## config.mk

```make
export PLATFORM = sky130hd
export DESIGN_NAME = blk_interleaver
export DESIGN_NICKNAME = d
export VERILOG_FILES = /design/src/rtl/ilv_pkg.sv /design/src/rtl/ilv_perm_net.sv /design/src/rtl/ilv_pack_path.sv /design/src/rtl/ilv_unpack_path.sv /design/src/rtl/blk_interleaver.sv
export SDC_FILE = /design/constraint.sdc
export NUM_CORES = 1
export LEC_CHECK = 0
export BUFFER_PORTS_ARGS = -buffer_cell sky130_fd_sc_hd__buf_4
export CAP_MARGIN = 20
export CORE_AREA = 10 10 177 179
export DETAILED_ROUTE_END_ITERATION = 8
export DIE_AREA = 0 0 187 189
export GPL_TIMING_DRIVEN = 0
export HOLD_SLACK_MARGIN = 0.06
export PLACE_DENSITY_LB_ADDON = 0.08
export SYNTH_ARGS = -nofsm -noshare
export SYNTH_HDL_FRONTEND = slang
export SYNTH_HIERARCHICAL = 1
export SYNTH_SLANG_ARGS = --single-unit
```

## constraint.sdc

```tcl
create_clock -name clk -period 6.64 [get_ports clk]
set_clock_uncertainty 0.1 [all_clocks]
set_input_delay 0.996 -clock clk [delete_from_list [all_inputs] [get_ports clk]]
set_output_delay 0.996 -clock clk [all_outputs]
set_load 0.05 [all_outputs]
```

## src/rtl/ilv_pkg.sv

```systemverilog
package ilv_pkg;

  // Destination position of source bit k after the two-step permutation.
  function automatic int ilv_map(input int k, input int ncol, input int nrow, input int rot);
    int blk;
    int i;
    blk = ncol * nrow;
    i   = nrow * (k % ncol) + k / ncol;
    return rot * (i / rot) + ((i + blk - (ncol * i) / blk) % rot);
  endfunction

endpackage

```

## src/rtl/ilv_perm_net.sv

```systemverilog
module ilv_perm_net #(
  parameter int NCOL    = 13,
  parameter int NROW    = 4,
  parameter int ROT     = 2,
  parameter bit INVERSE = 1'b0,
  localparam int BLK    = NCOL * NROW
) (
  input  logic [BLK-1:0] din,
  output logic [BLK-1:0] dout
);

  for (genvar k = 0; k < BLK; k++) begin : g_bit
    localparam int J = ilv_pkg::ilv_map(k, NCOL, NROW, ROT);
    if (!INVERSE) begin : g_fwd
      assign dout[J] = din[k];
    end else begin : g_inv
      assign dout[k] = din[J];
    end
  end

endmodule

```

## src/rtl/ilv_pack_path.sv

```systemverilog
module ilv_pack_path #(
  parameter int IW   = 2,
  parameter int NCOL = 13,
  parameter int NROW = 4,
  parameter int ROT  = 2,
  localparam int BLK = NCOL * NROW,
  localparam int WPB = BLK / IW,
  localparam int CW  = $clog2(WPB)
) (
  input  logic           clk,
  input  logic           rst,
  input  logic           in_valid,
  output logic           in_ready,
  input  logic [IW-1:0]  in_bits,
  input  logic           flush,
  output logic           out_valid,
  input  logic           out_ready,
  output logic [BLK-1:0] out_data
);

  logic [BLK-1:0] acc_q;
  logic [BLK-1:0] nxt;
  logic [BLK-1:0] perm;
  logic [BLK-1:0] od_q;
  logic [CW-1:0]  cnt_q;
  logic           ov_q;
  logic           take;
  logic           last;
  logic           fl;
  logic           emit;

  assign in_ready  = !ov_q || out_ready;
  assign take      = in_valid && in_ready;
  assign last      = take && (cnt_q == CW'(WPB - 1));
  assign fl        = flush && in_ready && (take || cnt_q != '0);
  assign emit      = last || fl;
  assign out_valid = ov_q;
  assign out_data  = od_q;

  always_comb begin
    nxt = acc_q;
    if (take) nxt[int'(cnt_q) * IW +: IW] = in_bits;
  end

  ilv_perm_net #(
    .NCOL(NCOL), .NROW(NROW), .ROT(ROT), .INVERSE(1'b0)
  ) u_fwd (
    .din (nxt),
    .dout(perm)
  );

  always_ff @(posedge clk) begin
    if (rst) begin
      acc_q <= '0;
      cnt_q <= '0;
      ov_q  <= 1'b0;
      od_q  <= '0;
    end else if (emit) begin
      acc_q <= '0;
      cnt_q <= '0;
      od_q  <= perm;
      ov_q  <= 1'b1;
    end else begin
      if (take) begin
        acc_q <= nxt;
        cnt_q <= cnt_q + 1'b1;
      end
      if (out_ready) ov_q <= 1'b0;
    end
  end

  AST_CNT_LIMIT: assert property (@(posedge clk) disable iff (rst)
    int'(cnt_q) < WPB);
  AST_FULL_EMIT: assert property (@(posedge clk) disable iff (rst)
    last |=> (ov_q && cnt_q == '0));
  AST_PERM_WEIGHT: assert property (@(posedge clk) disable iff (rst)
    emit |=> ($countones(od_q) == $past($countones(nxt))));
  AST_HOLD_BLOCK: assert property (@(posedge clk) disable iff (rst)
    (ov_q && !out_ready) |=> (ov_q && $stable(od_q)));
  AST_STALL_ACC: assert property (@(posedge clk) disable iff (rst)
    (ov_q && !out_ready) |=> ($stable(cnt_q) && $stable(acc_q)));

endmodule

```

## src/rtl/ilv_unpack_path.sv

```systemverilog
module ilv_unpack_path #(
  parameter int SW    = 4,
  parameter int OW    = 2,
  parameter int NCOL  = 13,
  parameter int NROW  = 4,
  parameter int ROT   = 2,
  localparam int BLK  = NCOL * NROW,
  localparam int WIN  = BLK / SW,
  localparam int WOUT = BLK / OW,
  localparam int CIW  = $clog2(WIN),
  localparam int COW  = $clog2(WOUT)
) (
  input  logic          clk,
  input  logic          rst,
  input  logic          in_valid,
  output logic          in_ready,
  input  logic [SW-1:0] in_bits,
  output logic          out_valid,
  input  logic          out_ready,
  output logic [OW-1:0] out_bits
);

  logic [BLK-1:0] cacc_q;
  logic [BLK-1:0] deperm;
  logic [BLK-1:0] ebuf_q;
  logic [CIW-1:0] ccnt_q;
  logic [COW-1:0] ecnt_q;
  logic           cfull_q;
  logic           ev_q;
  logic           take;
  logic           load;
  logic           pop;

  assign in_ready  = !cfull_q;
  assign take      = in_valid && !cfull_q;
  assign load      = cfull_q && !ev_q;
  assign pop       = ev_q && out_ready;
  assign out_valid = ev_q;
  assign out_bits  = ebuf_q[OW-1:0];

  ilv_perm_net #(
    .NCOL(NCOL), .NROW(NROW), .ROT(ROT), .INVERSE(1'b1)
  ) u_inv (
    .din (cacc_q),
    .dout(deperm)
  );

  always_ff @(posedge clk) begin
    if (rst) begin
      cacc_q  <= '0;
      ccnt_q  <= '0;
      cfull_q <= 1'b0;
      ebuf_q  <= '0;
      ecnt_q  <= '0;
      ev_q    <= 1'b0;
    end else begin
      if (take) begin
        cacc_q[int'(ccnt_q) * SW +: SW] <= in_bits;
        if (ccnt_q == CIW'(WIN - 1)) begin
          ccnt_q  <= '0;
          cfull_q <= 1'b1;
        end else begin
          ccnt_q <= ccnt_q + 1'b1;
        end
      end
      if (load) begin
        cfull_q <= 1'b0;
        ebuf_q  <= deperm;
        ecnt_q  <= '0;
        ev_q    <= 1'b1;
      end else if (pop) begin
        ebuf_q <= ebuf_q >> OW;
        if (ecnt_q == COW'(WOUT - 1)) begin
          ecnt_q <= '0;
          ev_q   <= 1'b0;
        end else begin
          ecnt_q <= ecnt_q + 1'b1;
        end
      end
    end
  end

  AST_COLLECT_FROZEN: assert property (@(posedge clk) disable iff (rst)
    (cfull_q && ev_q) |=> ($stable(cacc_q) && cfull_q));
  AST_EMIT_LIMIT: assert property (@(posedge clk) disable iff (rst)
    int'(ecnt_q) < WOUT);
  AST_DEC_HOLD: assert property (@(posedge clk) disable iff (rst)
    (ev_q && !out_ready) |=> (ev_q && $stable(out_bits)));

endmodule

```

## src/rtl/blk_interleaver.sv

```systemverilog
module blk_interleaver #(
  parameter int IN_W  = 2,
  parameter int SYM_W = 4,
  parameter int NCOL  = 13,
  parameter int NROW  = 4,
  parameter int ROT   = 2,
  localparam int BLK  = NCOL * NROW
) (
  input  logic             clk,
  input  logic             rst,
  input  logic             in_valid,
  output logic             in_ready,
  input  logic [IN_W-1:0]  in_bits,
  input  logic             flush,
  output logic             blk_valid,
  input  logic             blk_ready,
  output logic [BLK-1:0]   blk_data,
  input  logic             sym_valid,
  output logic             sym_ready,
  input  logic [SYM_W-1:0] sym_bits,
  output logic             dec_valid,
  input  logic             dec_ready,
  output logic [IN_W-1:0]  dec_bits
);

  ilv_pack_path #(
    .IW(IN_W), .NCOL(NCOL), .NROW(NROW), .ROT(ROT)
  ) u_pack (
    .clk      (clk),
    .rst      (rst),
    .in_valid (in_valid),
    .in_ready (in_ready),
    .in_bits  (in_bits),
    .flush    (flush),
    .out_valid(blk_valid),
    .out_ready(blk_ready),
    .out_data (blk_data)
  );

  ilv_unpack_path #(
    .SW(SYM_W), .OW(IN_W), .NCOL(NCOL), .NROW(NROW), .ROT(ROT)
  ) u_unpack (
    .clk      (clk),
    .rst      (rst),
    .in_valid (sym_valid),
    .in_ready (sym_ready),
    .in_bits  (sym_bits),
    .out_valid(dec_valid),
    .out_ready(dec_ready),
    .out_bits (dec_bits)
  );

  AST_RESET_IDLE: assert property (@(posedge clk)
    rst |=> (!blk_valid && !dec_valid && in_ready && sym_ready));

endmodule

```

# Word-level counts from Yosys, hierarchy flattened
# Cells that the tools add are included.
[totals]
reg_bits = 225
inputBits = 13
[op_classes]
shifts = 4
reduce_logical = 21
muxes = 12
n_addsub = 5
n_eq_ne = 3
[ops]
columns = ["cell", "count"]
rows = [
  ["2-to-1 mux 52 bit", 3],
  ["bitwise mux 52 bit", 2],
  ["negator 6 -> 33 bit", 2],
  ["variable shift 2 x 33 -> 52 bit, first input constant", 1],
  ["variable shift 4 x 33 -> 52 bit, first input constant", 1],
  ["variable part select 2 x 33 -> 52 bit", 1],
  ["variable part select 4 x 33 -> 52 bit", 1],
  ["adder 5 x 1 -> 5 bit, second input constant", 2],
  ["equality test 5 bit, second input constant", 2],
  ["logical AND 1 bit", 7],
  ["nonzero test 2 bit", 3],
  ["2-to-1 mux 1 bit", 5],
  ["2-to-1 mux 5 bit", 1],
  ["nonzero test 5 bit", 1],
  ["adder 4 x 1 -> 4 bit, second input constant", 1],
  ["equality test 4 bit, second input constant", 1],
  ["2-to-1 mux 4 bit", 1],
  ["AND reduction 2 bit", 2],
  ["OR reduction 2 bit", 2],
  ["zero test 1 bit", 3],
  ["logical OR 1 bit", 3],
]

# Longest topological paths before layout
# Gate-level depths: netlist (run 1).
[depth]
word_depth = 7
depth_mapped = 16

# Modules after synthesis
# Netlist (run 1), hierarchy kept.
[by_module_without_submodules]
columns = ["module", "seq_area_each_um2", "area_per_inst_um2", "instances", "cells_each"]
rows = [
  ["ilv_pack_path", 2202.1, 5233.8, 1, 662],
  ["ilv_unpack_path", 2302.2, 4961.0, 1, 573],
  ["ilv_perm_net", 0.0, 390.4, 2, 52],
]

# Worst setup path after synthesis (run 1)
# OpenSTA, ideal clock, no wires.
[synth_path]
path_kind = "register to register"
startpoint = "register u_pack.cnt_q[0]"
endpoint = "register u_pack.od_q[46], in the netlist u_pack/out_data[46]"
path_stages_with_launch = 15
arrival_time_ps = 3216
period_less_slack_ps = 3449
setup_slack_ps = 3191
cell_sequence = "dfxtp_1 -> buf_6 -> clkbuf_1 -> inv_1 -> ha_1 -> buf_1 -> buf_1 -> nor3b_1 -> ha_1 -> or4_1 -> buf_2 -> mux2_4 -> buf_4 -> nand3_1 -> a21oi_1"
[synth_between]
elab_chain_cells = 4
[synth_lines]
columns = ["element", "line_no", "text"]
rows = [
  ["start: declaration", "ilv_pack_path.sv:25", "logic [CW-1:0] cnt_q;"],
  ["start signal: assignment", "ilv_pack_path.sv:66", "cnt_q <= cnt_q + 1'b1;"],
  ["negator 6 -> 33 bit *", "ilv_pack_path.sv:42", "if (take) nxt[int'(cnt_q) * IW +: IW] = in_bits;"],
  ["variable part select 2 x 33 -> 52 bit / variable shift 2 x 33 -> 52 bit (equally long branches)", "ilv_pack_path.sv:42", ""],
  ["bitwise mux 52 bit *", "ilv_pack_path.sv:42", ""],
  ["2-to-1 mux 52 bit *", "ilv_pack_path.sv:42", ""],
  ["net u_pack.nxt[50]", "ilv_pack_path.sv:22", "logic [BLK-1:0] nxt;"],
  ["end signal: assignment", "ilv_pack_path.sv:61", "od_q <= perm;"],
  ["end: declaration", "ilv_pack_path.sv:24", "logic [BLK-1:0] od_q;"],
]
# The timed path passes the listed nets; every way through them passes the cells marked *.
# A chain may end at the register's enable or synchronous reset.

# Worst setup path after layout (run 1)
[layout_path]
startpoint = "register u_pack.cnt_q[0]"
endpoint = "register u_pack.od_q[12], in the netlist u_pack/out_data[12]"
[layout_between]
elab_chain_cells = 4
[layout_lines]
columns = ["element", "line_no"]
rows = [
  ["negator 6 -> 33 bit / nonzero test 5 bit (equally long branches)", "ilv_pack_path.sv:42, ilv_pack_path.sv:35"],
  ["variable part select 2 x 33 -> 52 bit (tied with other cells)", "ilv_pack_path.sv:42"],
  ["bitwise mux 52 bit / logical AND 1 bit (equally long branches)", "ilv_pack_path.sv:42, ilv_pack_path.sv:35"],
  ["2-to-1 mux 52 bit / logical OR 1 bit (equally long branches)", "ilv_pack_path.sv:42, ilv_pack_path.sv:36"],
]
# Parallel ways exist; a longest one is shown, timed or not.

==> results of run 1 <==
kinds of logic after synthesis:
logic type,after synthesis,synth area share
adder cells (fa/ha/maj),11,0.0125
flip-flops,225,0.410
XOR/XNOR,15,0.0127
AND/OR/NAND/NOR,512,0.237
buffers and inverters,225,0.118
AO/OA/AOI/OAI,312,0.173
multiplexers,39,0.0365
per-stage QoR:
| step | worst slack [ps] | utilization | std cells | hold slack [ps] | area (µm²) |
|---|---|---|---|---|---|
| 6_report | 2130 | 0.464 | 1834 | 363 | 12800 |
| 5_1_grt | 1810 | 0.464 | 1834 | 376 | 12800 |
| 4_1_cts | 2230 | 0.464 | 1834 | 362 | 12800 |
| 3_5_place_dp | 2260 | 0.433 | 1787 | 353 | 12000 |
| 3_3_place_gp | 2260 | 0.433 | 1787 | 345 | 12000 |
| 2_1_floorplan | 3190 | - | 1339 | 332 | 11000 |
per-layer routing:
| metal | up-vias | track usage |
|---|---|---|
| met5 | - | 0 |
| met4 | 0 | 0.0316 |
| met3 | 23 | 0.0298 |
| met2 | 279 | 0.252 |
| met1 | 4603 | 0.282 |
| li1 | 4812 | - |
critical path, cell delays in order (launching register included):
cell and delay, ps:
dfxtp_1 350, buf_6 160, clkbuf_1 230, inv_1 170, ha_1 230, buf_1 350
buf_1 420, nor3b_1 270, ha_1 260, nand2b_1 90, a22oi_1 530, buf_2 410
clkbuf_1 530, o21ai_0 160, a21oi_1 160
path summary, 6_finish.rpt:
kind | end | slack, ps | cells past startpoint
max | u_pack/out_data[12] | 2130 | 14
min | u_unpack/cacc_q[51] | 360 | 2
min reg2reg | u_unpack/cacc_q[51] | 360 | 2
max reg2reg | u_pack/out_data[12] | 2130 | 14
report_power, final:
group | internal [mW] | switching [mW]
sequential | 1.36 | 0.00468
clock | 0.823 | 0.583
combinational | 0.0702 | 0.189
flip-flops by register name, indices dropped and copies added, names as in the netlist:
register	flops
u_pack/acc_q	52
u_pack/out_data	52
u_unpack/cacc_q	52
u_unpack/ebuf_q	52
u_pack/cnt_q	5
u_unpack/ecnt_q	5
u_unpack/ccnt_q	4
u_pack/out_valid	1
u_unpack/cfull_q	1
u_unpack/out_valid	1
layout make-up:
cell class	count	share of cell area
plain buffers	215	0.0982
clock buffers	35	0.0582
clock inverters	12	0.00684
inverters	10	0.00293
multi-input cells	889	0.404
flip-flops and latches	225	0.352
well taps	378	0.0369
repair buffers	70	0.0410
cells in the mapped netlist (13+ instances only):
library cell	number	area share
a21oi_1	113	0.052
nor3b_1	13	0.0089
mux2i_1	37	0.034
nand2b_1	16	0.0091
nand3_1	81	0.037
a311oi_1	49	0.039
nand2_1	172	0.059
nor2_1	109	0.037
clkbuf_1	76	0.026
buf_2	14	0.0064
buf_4	109	0.075
dfxtp_1	225	0.41
o21ai_0	118	0.054
nand4_1	49	0.028
==> flow_metrics.py, run 1 <==
metrics = {
    "clock_network": {
        "htree_levels": 1,
        "cts_sinks": 225,
        "cts_root_buffer": "clkbuf_16",
        "cts_buffer_depth": 3,
        "worst_skew_pair.late_latency_ps": 540,
        "cts-hold-fix-buffers": 0,
        "cts_tree": "built",
        "post_cts.repair.setup_buffers": 0,
        "post_cts_resized": 0,
        "clkTransAtPathRegs_ps": 60,
        "numCtsBuffers": 26,
    },
    "floorplan": {
        "rows": 61,
        "die_y_um": 189,
        "io_pins": 71,
        "dieArea_um2": 35300,
        "core_um2": 27600,
        "die_x_um": 187,
        "initial_core_util": 0.397,
    },
    "route": {
        "vias": 9717,
        "wl_met3_mm": 2.15,
        "drt-initial-drc-count": 865,
        "drtPass1Iterations": 5,
        "drt-total-wl_mm": 33.0,
        "wl_met2_mm": 13.2,
        "viasPerCell": 5.30,
        "dr.max_layer_used": "met4",
        "ant_nets": 0,
        "wl_met1_mm": 17.3,
        "drc": 0,
        "avgRoutedWirePerCell_um": 18.0,
    },
    "placed_design": {
        "place_congestion": 0.929,
        "io_buffers": 70,
        "place_hpwl_mm": 23.9,
    },
    "critical_path": {
        "path_class": "reg2reg",
        "start_kind": "flop",
        "crit_start": "u_pack/cnt_q[0]",
        "critical_path_required_ps": 7000,
        "cp-end-kind": "flop",
        "cp.arrival_ps": 4870,
        "reg2reg_from": "u_pack/cnt_q[0]",
        "path_max_fanout": 10,
    },
    "finish": {
        "syn2layout_area_growth_pct": 16.7,
        "regArea_um2": 4500,
        "nets": 1461,
        "final_cell_mix": "dfxtp_1, buf_4, nand2_1",
        "multiInputGateArea_um2": 5180,
        "n_antenna_cell": 0,
        "final_common_cell": "dfxtp_1",
        "drive_above_1_share": 0.181,
        "num-fill-cells": 2877,
    },
    "pwr": {
        "power.density_nw_per_um2": 236,
        "finalPower_mw": 3.02,
        "leakagePower_nw": 5.14,
        "irDropWorstVdd_mv": 0.159,
    },
    "logic_synthesis": {
        "syn-cell-area_um2": 11000,
        "yosysSeqAreaShare": 0.410,
        "ys_seq_elements": 225,
        "syn_inst": 1339,
        "synth_edf_count": 0,
        "synth.avg_cell_area_um2": 8.20,
        "synth_cell_types": 67,
        "ys_warn_count": 6,
        "async_flop_share": 0,
        "synth_fp_nets": 1363,
        "synth_flop_cell": "dfxtp_1",
    },
    "flow_run": {
        "maxCapViolCount": 0,
    },
    "sta": {
        "fmax_mhz": 222,
        "hold_viol": 0,
        "finalCriticalPeriod_ps": 4510,
        "finalSetupViolCount": 0,
        "fin_crit_sh": 0.679,
        "tightestPinTransition_ps": 1100,
        "rsz0062_at_grt": "false",
        "tns_ps": 0,
        "relSlewSlack": 0.267,
        "drv_slew": 0,
    },
    "grt": {
        "globalRouteOverflowTotal": 0,
        "antenna_found_initial": 0,
        "grt_max_degree": 13,
        "grt_pass1_vias": 8964,
        "track_usage": 0.180,
        "grt_pass1_wl_mm": 51.9,
    },
    "run_status": {
        "status": "completed",
    },
    "min_path": {
        "hp-start": "u_unpack/cacc_q[51]",
        "worstHoldPathType": "reg2reg",
    },
}
(Power assumes the default switching activity.)
==> run 2, diff against run 1 <==
==> constraint.sdc (replaced) <==
create_clock -name clk -period 4.2 [get_ports clk]
set_clock_uncertainty 0.1 [all_clocks]
set_input_delay 0.63 -clock clk [delete_from_list [all_inputs] [get_ports clk]]
set_output_delay 0.63 -clock clk [all_outputs]
set_load 0.05 [all_outputs]
==> run 2 against run 1 <==
  * Global-route usage did not move
  * Critical path depth rose by 1
  * Die area did not move
  * Largest power group unchanged
==> flow_metrics.py, run 2 (synthesis results as in run 1) <==
metrics = {
    "run_status": {
        "status": "completed",
    },
    "critical_path": {
        "cp-end-kind": "flop",
        "critical_path_required_ps": 4560,
        "start_kind": "flop",
        "crit_chain": "buf_6 > clkbuf_2 > inv_1 > ha_1 > clkbuf_2 > buf_2 > nor3b_1 > ha_1 > or3_1 > a211oi_1 > nand3_1 > nand2_1 > buf_4 > nand3_1 > a21oi_1",
        "cp.arrival_ps": 4360,
        "path_delay_family": "buffers and inverters",
        "path_buf_inv": 6,
        "path_max_fanout": 10,
        "slowest_delay_ps": 640,
        "path_class": "reg2reg",
        "crit_slowest_cell": "a211oi_1",
    },
    "grt": {
        "grt_pass1_vias": 8964,
        "antenna_found_initial": 0,
        "grt_pass1_wl_mm": 51.9,
        "grt_max_degree": 13,
        "globalRouteOverflowTotal": 0,
        "track_usage": 0.180,
    },
    "sta": {
        "fmax_mhz": 250,
        "fin_crit_sh": 0.952,
        "tightestPinTransition_ps": 1110,
        "drv_slew": 0,
        "hold_viol": 0,
        "relSlewSlack": 0.259,
        "finalCriticalPeriod_ps": 4000,
        "hold_ws_ps": 252,
        "finalSetupViolCount": 0,
    },
    "floorplan": {
        "core_um2": 27600,
        "initial_core_util": 0.397,
        "dieArea_um2": 35300,
        "die_y_um": 189,
        "rows": 61,
        "io_pins": 71,
        "die_x_um": 187,
    },
    "finish": {
        "final_common_cell": "dfxtp_1",
        "num-fill-cells": 2875,
        "n_antenna_cell": 0,
        "design_area_um2": 12800,
        "final_cell_mix": "dfxtp_1, buf_4, nand2_1",
        "syn2layout_area_growth_pct": 17.0,
        "drive_above_1_share": 0.188,
        "nets": 1461,
    },
    "clock_network": {
        "worst_skew_pair.late_latency_ps": 540,
        "cts_buffer_depth": 3,
        "cts_root_buffer": "clkbuf_16",
        "clkTransAtPathRegs_ps": 60,
        "cts_tree": "built",
        "numCtsBuffers": 26,
        "htree_levels": 1,
        "cts_sinks": 225,
    },
    "placed_design": {
        "io_buffers": 70,
        "place_area_um2": 12000,
        "place_congestion": 0.929,
        "place_hpwl_mm": 23.9,
    },
    "pwr": {
        "switching_share": 0.257,
        "power.density_nw_per_um2": 373,
        "internal_power_mw": 3.56,
        "leakagePower_nw": 5.16,
        "pwr-share-seq": 0.449,
        "irDropWorstVdd_mv": 0.251,
        "clock_power_share": 0.464,
        "power_frac_comb": 0.087,
        "p_switching_mw": 1.23,
    },
    "route": {
        "vias": 9684,
        "ant_nets": 0,
        "avgRoutedWirePerCell_um": 18.1,
        "drc": 0,
        "drt-total-wl_mm": 33.1,
        "drtPass1Iterations": 5,
        "drt-initial-drc-count": 856,
        "viasPerCell": 5.28,
    },
    "flow_run": {
        "maxCapViolCount": 0,
    },
    "min_path": {
        "worstHoldPathType": "in2reg",
    },
}
==> run 2: timing repair <==
action / CTS / global route
setup endpoints to repair: 71 / 90
gates resized for setup: 2 / 13
hold buffers: 0 / 0
buffers inserted: 0 / 0
==> run 2: through the flow <==
stage | power [mW] | worst slack (ps) | instances | util | TNS, ps
after floorplan | 2.47 | 751 | 1339 | - | 0
after global placement | 2.60 | -178 | 1787 | 0.433 | -4020
after detailed placement | 2.60 | -179 | 1787 | 0.433 | -4010
after CTS | 4.84 | 0.394 | 1834 | 0.464 | 0
after global routing | 4.97 | -1.94 | 1834 | 0.465 | -1.94
final | 4.79 | 203 | 1834 | 0.465 | 0
==> run 2: power by group through the flow <==
stage / registers, mW / logic (mW) / clock network [mW]
CTS: 2.15 / 0.404 / 2.29
detailed placement: 2.20 / 0.403 / 0
floorplan: 2.20 / 0.271 / 0
global route: 2.15 / 0.450 / 2.37
finish: 2.15 / 0.415 / 2.22
global placement: 2.20 / 0.401 / 0
==> run 2: final timing paths <==
check | startpoint | endpoint | slack [ps] | cells past startpoint
max | u_pack/cnt_q[0] | u_pack/out_data[6] | 200 | 15
min | sym_bits[2] | u_unpack/cacc_q[34] | 250 | 2
max reg2reg | u_pack/cnt_q[0] | u_pack/out_data[6] | 200 | 15
min reg2reg | u_unpack/ebuf_q[51] | u_unpack/ebuf_q[51] | 370 | 2
==> run 2: cell type report <==
type | instances | area [µm²] | area share
plain buffers | 215 | 1270 | 0.0986
clock buffers | 35 | 746 | 0.0581
clock inverters | 12 | 87.6 | 0.00682
inverters | 10 | 37.5 | 0.00292
multi-input cells | 889 | 5200 | 0.405
flip-flops and latches | 225 | 4500 | 0.351
well taps | 378 | 473 | 0.0368
repair buffers | 70 | 526 | 0.0409
==> run 2: worst reg2reg max path, delay by kind of cell (launching register included) <==
family | cells | cell delay [ps]
buffers and inverters | 6 | 1070
flip-flops | 1 | 410
AND/OR/NAND/NOR | 5 | 1050
adder cells (fa/ha/maj) | 2 | 510
AO/OA/AOI/OAI | 2 | 790
==> run 2: routing by layer <==
| layer | GRT usage | share of wire | routed length (µm) |
|---|---|---|---|
| met2 | 0.252 | 0.40 | 13200 |
| met1 | 0.282 | 0.52 | 17300 |
| met5 | 0 | 0 | 0 |
| met3 | 0.0298 | 0.067 | 2220 |
| met4 | 0.0316 | 0.011 | 349 |
==> run 3, diff against run 2 <==
--- a/config.mk
+++ b/config.mk
@@ -6,13 +6,12 @@
 export NUM_CORES = 1
 export LEC_CHECK = 0
 export BUFFER_PORTS_ARGS = -buffer_cell sky130_fd_sc_hd__buf_4
-export CAP_MARGIN = 20
 export CORE_AREA = 10 10 177 179
 export DETAILED_ROUTE_END_ITERATION = 8
 export DIE_AREA = 0 0 187 189
 export GPL_TIMING_DRIVEN = 0
 export HOLD_SLACK_MARGIN = 0.06
-export PLACE_DENSITY_LB_ADDON = 0.08
+export PLACE_DENSITY_LB_ADDON = 0.12
 export SYNTH_ARGS = -nofsm -noshare
 export SYNTH_HDL_FRONTEND = slang
 export SYNTH_HIERARCHICAL = 1
==> run 3 against run 2 <==
  * Critical path depth grew 1
  * Critical path type unchanged
  * Global-route usage barely moved
  * Hold slack got worse by 2.8 ps
  * Die area stayed put
  * Count of clock-buffer cells in the layout is 3 higher
  * Core utilization rose by 0.12 points
  * Wire length shrank 0.22%
  * Power fell by 0.78%
  * Clock power down 2%
  * Largest cell class unchanged
==> flow_metrics.py, run 3 (synthesis results as in run 1) <==
metrics = {
    "run_status": {
        "status": "completed",
    },
    "critical_path": {
        "start_kind": "flop",
        "crit_chain": "buf_6 > clkbuf_2 > inv_1 > ha_1 > clkbuf_2 > buf_2 > nor3b_1 > ha_1 > nor2b_2 > nand4_1 > buf_2 > o21ai_0 > nand2_1 > buf_4 > nand3_1 > a21oi_1",
        "path_buf_inv": 7,
        "cp.arrival_ps": 4260,
        "path_max_fanout": 10,
        "cp-end-kind": "flop",
        "path_delay_family": "buffers and inverters",
        "critical_path_required_ps": 4500,
        "crit_slowest_cell": "dfxtp_1",
        "slowest_delay_ps": 340,
        "path_class": "reg2reg",
    },
    "floorplan": {
        "core_um2": 27600,
        "die_y_um": 189,
        "initial_core_util": 0.397,
        "dieArea_um2": 35300,
        "io_pins": 71,
        "die_x_um": 187,
        "rows": 61,
    },
    "finish": {
        "n_antenna_cell": 0,
        "postLayoutCoreUtil": 0.466,
        "regArea_um2": 4500,
        "multiInputGateArea_um2": 5210,
        "syn2layout_area_growth_pct": 17.3,
        "drive_above_1_share": 0.189,
        "stdcell_count": 1835,
        "num-fill-cells": 2854,
        "final_cell_mix": "dfxtp_1, buf_4, nand2_1",
        "nets": 1465,
        "final_common_cell": "dfxtp_1",
    },
    "grt": {
        "antenna_found_initial": 0,
        "globalRouteOverflowTotal": 0,
        "grt_pass1_wl_mm": 52.1,
        "track_usage": 0.180,
        "grt_max_degree": 14,
        "grt_pass1_vias": 9084,
    },
    "placed_design": {
        "place_congestion": 0.909,
        "dpl.cell_count": 1787,
        "io_buffers": 70,
        "pre_cts_ws_ps": -229,
        "place_hpwl_mm": 24.2,
    },
    "clock_network": {
        "cts_sinks": 225,
        "numCtsBuffers": 26,
        "cts_tree": "built",
        "cts_root_buffer": "clkbuf_16",
        "htree_levels": 1,
        "worst_skew_pair.late_latency_ps": 540,
        "cts_buffer_depth": 3,
        "clkTransAtPathRegs_ps": 60,
    },
    "sta": {
        "relSlewSlack": 0.243,
        "fmax_mhz": 253,
        "finalCriticalPeriod_ps": 3960,
        "hold_viol": 0,
        "tns_ps": 0,
        "tightestPinTransition_ps": 1130,
        "fin_ws_ps": 242,
        "finalSetupViolCount": 0,
        "drv_slew": 0,
        "fin_crit_sh": 0.942,
        "rsz0062_at_grt": "false",
    },
    "route": {
        "vias": 9732,
        "drt-total-wl_mm": 33.1,
        "drt-initial-drc-count": 794,
        "drc": 0,
        "ant_nets": 0,
        "viasPerCell": 5.30,
        "avgRoutedWirePerCell_um": 18.0,
        "drtPass1Iterations": 6,
        "wl_met2_mm": 13.2,
        "wl_met3_mm": 2.03,
        "dr.max_layer_used": "met4",
        "wl_met1_mm": 17.3,
    },
    "pwr": {
        "power.density_nw_per_um2": 369,
        "irDropWorstVdd_mv": 0.230,
        "leakagePower_nw": 5.16,
    },
    "min_path": {
        "worstHoldPathType": "in2reg",
    },
    "flow_run": {
        "maxCapViolCount": 0,
    },
}
-- run 3: cell types whose count changed in the layout (fill, tap and decap cells not counted), sizes merged --
cell and delta:
buf +5, bufinv -1, clkbuf +2, clkinv -7, clkinvlp +2
-- run 3: report_power, final --
group	internal, mW	switching, mW
Clock	1.27	0.909
Sequential	2.14	0.00755
Combinational	0.116	0.305
-- run 3: timing repair --
| action | in CTS | in global routing |
|---|---|---|
| setup endpoints to repair | 90 | 90 |
| hold buffers | 0 | 0 |
| buffers inserted | 0 | 4 |
| pin swaps | 0 | 2 |
| resized for setup | 6 | 13 |
-- run 3: per-layer routing --
layer	track usage	vias to the layer above
met3	0.0272	40
met5	0	-
met1	0.279	4574
met4	0.0360	0
li1	-	4840
met2	0.254	278
-- run 3: worst paths after layout --
path                  startpoint                   to  slack (ps)  cells past startpoint
max              u_pack/cnt_q[0]  u_pack/out_data[39]         240                     16
min                  sym_bits[2]  u_unpack/cacc_q[34]         250                      2
max reg2reg      u_pack/cnt_q[0]  u_pack/out_data[39]         240                     16
min reg2reg  u_pack/out_data[37]  u_pack/out_data[37]         370                      2
-- run 3: worst reg2reg max path: stages, from the launching register on --
cell	delay, ps
dfxtp_1	340
buf_6	160
clkbuf_2	210
inv_1	160
ha_1	250
clkbuf_2	250
buf_2	260
nor3b_1	230
ha_1	330
nor2b_2	320
nand4_1	270
buf_2	300
o21ai_0	220
nand2_1	120
buf_4	140
nand3_1	80
a21oi_1	70
-- run 3: cell type report --
| class | count | area share |
|---|---|---|
| inverter | 10 | 0.00292 |
| clock buffer | 38 | 0.0603 |
| timing repair buffer | 74 | 0.0432 |
| tap | 378 | 0.0367 |
| sequential | 225 | 0.350 |
| buffer | 215 | 0.0986 |
| multi-input combinational | 889 | 0.405 |
| clock inverter | 6 | 0.00379 |
-- run 3: stage by stage --
| stage | cell area (µm²) | total power [mW] | hold WS (ps) |
|---|---|---|---|
| floorplan | 11000 | 2.47 | 332 |
| global placement | 12000 | 2.60 | 344 |
| detailed placement | 12000 | 2.60 | 349 |
| CTS | 12800 | 4.79 | 243 |
| global route | 12900 | 4.92 | 266 |
| finish | 12900 | 4.75 | 249 |
